===== src/rtl/fifo4_pkg.sv =====
package fifo4_pkg;
  parameter int DATA_W = 64;
  parameter int DEPTH  = 4;
  localparam int PTR_W = $clog2(DEPTH);
  localparam int CNT_W = PTR_W + 1;

  typedef struct packed {
    logic             wrEn;
    logic [PTR_W-1:0] wrPtr;
    logic [PTR_W-1:0] rdPtr;
    logic             showHead;
  } fifoStrobes_t;
endpackage


===== src/rtl/fifo4_ctrl.sv =====
module fifo4_ctrl
  import fifo4_pkg::*;
(
  input  logic         clk,
  input  logic         rst,
  input  logic         pushValid,
  input  logic         popReq,
  output fifoStrobes_t strb,
  output logic         isFull,
  output logic         isEmpty,
  output logic         errFlag
);
  logic [CNT_W-1:0] count;
  logic [PTR_W-1:0] wrPtr;
  logic [PTR_W-1:0] rdPtr;
  logic             doPush;
  logic             doPop;
  logic [PTR_W-1:0] ptrGap;

  assign isFull  = (count == CNT_W'(DEPTH));
  assign isEmpty = (count == '0);

  // full drops the push, empty drops the pop; both cover the joint cases
  assign doPush = pushValid && !isFull;
  assign doPop  = popReq && !isEmpty;

  always_ff @(posedge clk) begin
    if (rst) begin
      count <= '0;
      wrPtr <= '0;
      rdPtr <= '0;
    end else begin
      if (doPush) wrPtr <= wrPtr + PTR_W'(1);
      if (doPop)  rdPtr <= rdPtr + PTR_W'(1);
      case ({doPush, doPop})
        2'b10:   count <= count + CNT_W'(1);
        2'b01:   count <= count - CNT_W'(1);
        default: count <= count;
      endcase
    end
  end

  assign ptrGap  = wrPtr - rdPtr;
  assign errFlag = (count > CNT_W'(DEPTH)) || (ptrGap != count[PTR_W-1:0]);

  always_comb begin
    strb.wrEn     = doPush;
    strb.wrPtr    = wrPtr;
    strb.rdPtr    = rdPtr;
    strb.showHead = !isEmpty;
  end
endmodule


===== src/rtl/fifo4_data.sv =====
module fifo4_data
  import fifo4_pkg::*;
(
  input  logic              clk,
  input  fifoStrobes_t      strb,
  input  logic [DATA_W-1:0] wrData,
  output logic [DATA_W-1:0] headData
);
  logic [DATA_W-1:0] slot [DEPTH];

  for (genvar e = 0; e < DEPTH; e++) begin : g_slot
    always_ff @(posedge clk) begin
      if (strb.wrEn && (strb.wrPtr == PTR_W'(e))) slot[e] <= wrData;
    end
  end

  assign headData = strb.showHead ? slot[strb.rdPtr] : '0;
endmodule


===== src/rtl/fifo4x64.sv =====
module fifo4x64
  import fifo4_pkg::*;
(
  input  logic              clk,
  input  logic              rst,
  input  logic              pushValid,
  input  logic [DATA_W-1:0] pushData,
  input  logic              popReq,
  output logic [DATA_W-1:0] headData,
  output logic              isFull,
  output logic              isEmpty,
  output logic              errFlag
);
  fifoStrobes_t strb;

  fifo4_ctrl i_ctrl (
    .clk      (clk),
    .rst      (rst),
    .pushValid(pushValid),
    .popReq   (popReq),
    .strb     (strb),
    .isFull   (isFull),
    .isEmpty  (isEmpty),
    .errFlag  (errFlag)
  );

  fifo4_data i_data (
    .clk     (clk),
    .strb    (strb),
    .wrData  (pushData),
    .headData(headData)
  );
endmodule


===== config.mk =====
export PLATFORM = sky130hd
export DESIGN_NAME = fifo4x64
export DESIGN_NICKNAME = d
export VERILOG_FILES = /design/src/rtl/fifo4_pkg.sv /design/src/rtl/fifo4_ctrl.sv /design/src/rtl/fifo4_data.sv /design/src/rtl/fifo4x64.sv
export SDC_FILE = /design/constraint.sdc
export NUM_CORES = 1
export LEC_CHECK = 0
export ABC_CLOCK_PERIOD_IN_PS = 2500
export BUFFER_PORTS_ARGS = -buffer_cell sky130_fd_sc_hd__buf_2
export CORE_ASPECT_RATIO = 0.6
export CORE_MARGIN = 2
export CORE_UTILIZATION = 52
export DETAILED_ROUTE_END_ITERATION = 6
export PLACE_DENSITY = 0.76
export SYNTH_ARGS = -nofsm -noshare
export SYNTH_HDL_FRONTEND = slang
export SYNTH_SLANG_ARGS = --single-unit

===== constraint.sdc =====
create_clock -name clk -period 2.5 [get_ports clk]
set_input_delay 0.125 -clock clk [delete_from_list [all_inputs] [get_ports clk]]
set_output_delay 0.125 -clock clk [all_outputs]
set_load 0.01 [all_outputs]

==> flow_metrics.py <==
metrics = {
    "finish": {
        "fin_nets": 761,
        "fill_cells": 1284,
        "final_util_pct": 65.91,
        "area_delta_synth_final_pct": 22.74,
        "drive_above_1_share_pct": 36.61,
        "fin_area_mm2": 0.01267,
        "antenna_cells": 0,
    },
    "die": {
        "start_util_pct": 53.70,
        "die_x_um": 185.9,
        "ios": 135,
        "rows": 39,
        "die_y_um": 113.1,
        "dieArea_mm2": 0.02103,
        "core_mm2": 0.01923,
    },
    "worst_setup_path": {
        "r2r_cells": 10,
        "worstSetupEndpointType": "register",
        "crit_fanout": 8,
        "reg2reg_to": "i_ctrl.count[2]",
        "crit_type": "reg2reg",
        "cp.required_ns": 2.93,
        "startpoint_type": "register",
        "crit_end": "i_ctrl.count[2]",
        "reg2reg_from": "i_ctrl.count[2]",
        "worstPathArrival_ns": 2.81,
        "ff2ff_setup_slack_ns": 0.13,
        "crit_start": "i_ctrl.count[2]",
    },
    "clock_tree": {
        "cts_max_path_buffers": 3,
        "cts.sinks": 265,
        "clk_latency_ns": 0.50,
        "cts_tree": "done",
        "cts_root_buffer": "clkbuf_16",
        "numCtsBuffers": 23,
        "htree_num_levels": 1,
        "cts.clk_slew.worst_paths_ns": 0.07,
    },
    "sta": {
        "slew_violations": 0,
        "rsz0062_at_grt": "no",
        "worst_pin_slew_ns": 1.033,
        "fin_tns_setup_ns": 0,
        "hold_ws_ns": 0.04758,
        "period_share_pct": 94.92,
        "fmax_mhz": 421.4,
        "slew_headroom_pct": 31.15,
        "period_needed_ns": 2.373,
        "finalHoldViolations": 0,
        "fin_skew_ns": 0.009198,
        "setup_viol": 0,
    },
    "pwr": {
        "seqPwrFrac_pct": 43.9,
        "p_sw_uw": 3516,
        "p_total_uw": 12470,
        "p_int_uw": 8954,
        "swShare_pct": 28.20,
        "p_leak_uw": 0.004381,
        "peakVddDrop_mv": 0.7157,
        "p_comb_share_pct": 29.9,
        "clockPowerShare_pct": 26.2,
        "powerDensity_mw_per_mm2": 984.2,
    },
    "placement": {
        "hpwl_um": 10610,
        "io_buffers": 134,
        "placed_area_mm2": 0.01127,
        "place.gp.congestion": 0.7573,
    },
    "drt": {
        "routed_via_density": 5.340,
        "drc": 0,
        "wl_per_cell_um": 19.80,
        "vias": 5169,
        "drt_iter0_markers": 436,
        "drt_pass1_iterations": 4,
        "drt_wl_total_um": 19170,
        "ant_nets": 0,
    },
    "hold_path": {
        "hold_path_class": "in2reg",
    },
    "global_routing": {
        "grt_pass1_wl_um": 29590,
        "first_global_vias": 5395,
        "antenna_found_initial": 0,
        "grt-ovfl-total": 0,
        "gr-usage-all-layers_pct": 18.60,
        "grt_max_degree": 66,
    },
    "synthesis": {
        "netlist_area_mm2": 0.01032,
        "synth_edf_count": 256,
        "syn_inst": 469,
        "synthArstFlopShare_pct": 0,
        "ys_ff_latch": 265,
        "synth_top_cell_area_share_pct": 74.46,
        "synth_top_cell_by_area": "edfxtp_1",
        "synth_most_common_cell": "edfxtp_1",
        "synth.area.top_cells": "edfxtp_1 (74%), mux4_2 (14%), nor2b_1 (3.8%)",
        "synth_nets": 544,
        "ys.flop_type": "edfxtp_1",
        "yosysWarningCount": 0,
        "syn_avg_cell_area_um2": 22.01,
        "synth_common_cells": "edfxtp_1 (256), mux4_2 (64), nor2b_1 (62)",
        "synth.distinct_cells": 35,
        "ys_seq_area_share_pct": 76.21,
    },
    "run": {
        "cap_violations": 0,
    },
    "status": {
        "status": "finished clean",
    },
}
worst min-delay path by stage:
stage	startpoint	end	slack [ns]	cells past startpoint
after floorplan	pushData[0]	i_data.slot[0][0]	0.22	0
after CTS	popReq	i_ctrl.rdPtr[0]	0.02	4
after detailed placement	pushData[41]	i_data.slot[0][41]	0.34	1
final	popReq	i_ctrl.rdPtr[1]	0.05	4
after global placement	pushData[26]	i_data.slot[3][26]	0.34	1
after global routing	popReq	i_ctrl.rdPtr[1]	0.07	4
kinds of logic after synthesis:
family          Yosys count  share of synthesized area (%)
flops                   265                          76.21
simple gates             83                          5.042
mux                      65                          14.06
buf+inv                  33                          2.412
compound gates           10                         0.6908
fa+ha+maj                 7                         0.9211
xor+xnor                  6                         0.6665
registers in the layout, indices dropped and copies added (netlist names), named ones only:
name          count
i_ctrl.wrPtr      2
i_ctrl.count      3
i_data.slot     256
i_ctrl.rdPtr      2
per-stage QoR:
step	setup WS, ns	cells
2_1_floorplan	0.1319	469
3_3_place_gp	0.2130	853
3_5_place_dp	0.09418	853
4_1_cts	0.06801	961
5_1_grt	0.02094	968
6_report	0.1270	968
metal layers:
metal,share of wire (%),up-vias,track usage [%]
met2,48,176,30.73
met4,1.8,0,3.832
li1,-,2326,-
met5,0,-,0
met3,6.4,24,3.734
met1,44,2643,26.22
final cells by class:
type                       instances  area, um^2  share of cell area (%)
multi-input combinational        171        2232                   17.62
clock inverter                    11       72.57                  0.5727
clock buffer                      30       601.8                   4.750
tap                              266       332.8                   2.627
inverter                           9       35.03                  0.2765
sequential                       265        7880                   62.19
timing repair buffer             216        1516                   11.97
timing repair:
| item | 4_1_cts | 5_1_grt |
|---|---|---|
| endpoints found under the setup margin | 0 | 3 |
| hold endpoints to repair | 265 | 0 |
| hold buffers | 67 | 0 |
| buffers inserted | 0 | 7 |
| gates resized for setup | 0 | 3 |
critical path: stages, from the launching register on:
cell,delay (ns)
dfxtp_4,0.38
or3b_1,0.39
clkinv_2,0.09
nor2_1,0.04
inv_1,0.05
ha_1,0.19
inv_1,0.09
fa_1,0.43
xor2_1,0.17
or3_1,0.31
a21oi_1,0.14
power groups by stage:
stage	Sequential [uW]	Clock, uW	Combinational, uW
after floorplan	5460	0	2590
after global placement	5600	0	3480
after detailed placement	5630	0	3530
after CTS	5530	3340	3640
after global routing	5510	3510	4040
final	5480	3270	3720
placed cells by master, fill, tap and decap left out, types with 2 or more instances in the layout:
cell / instances
nor2b_1: 62
mux4_2: 64
nand3_1: 2
a21oi_1: 2
buf_2: 134
clkinv_2: 5
dlygate4sd3_1: 67
edfxtp_1: 256
xor2_1: 4
buf_12: 5
clkbuf_16: 23
dfxtp_4: 3
inv_1: 8
nor2_1: 7
buf_4: 10
nor2b_4: 2
dfxtp_1: 5
clkbuf_1: 7
ha_1: 6
clkinv_1: 6
and3_4: 4
a21oi_2: 2
(Power assumes the default switching activity.)
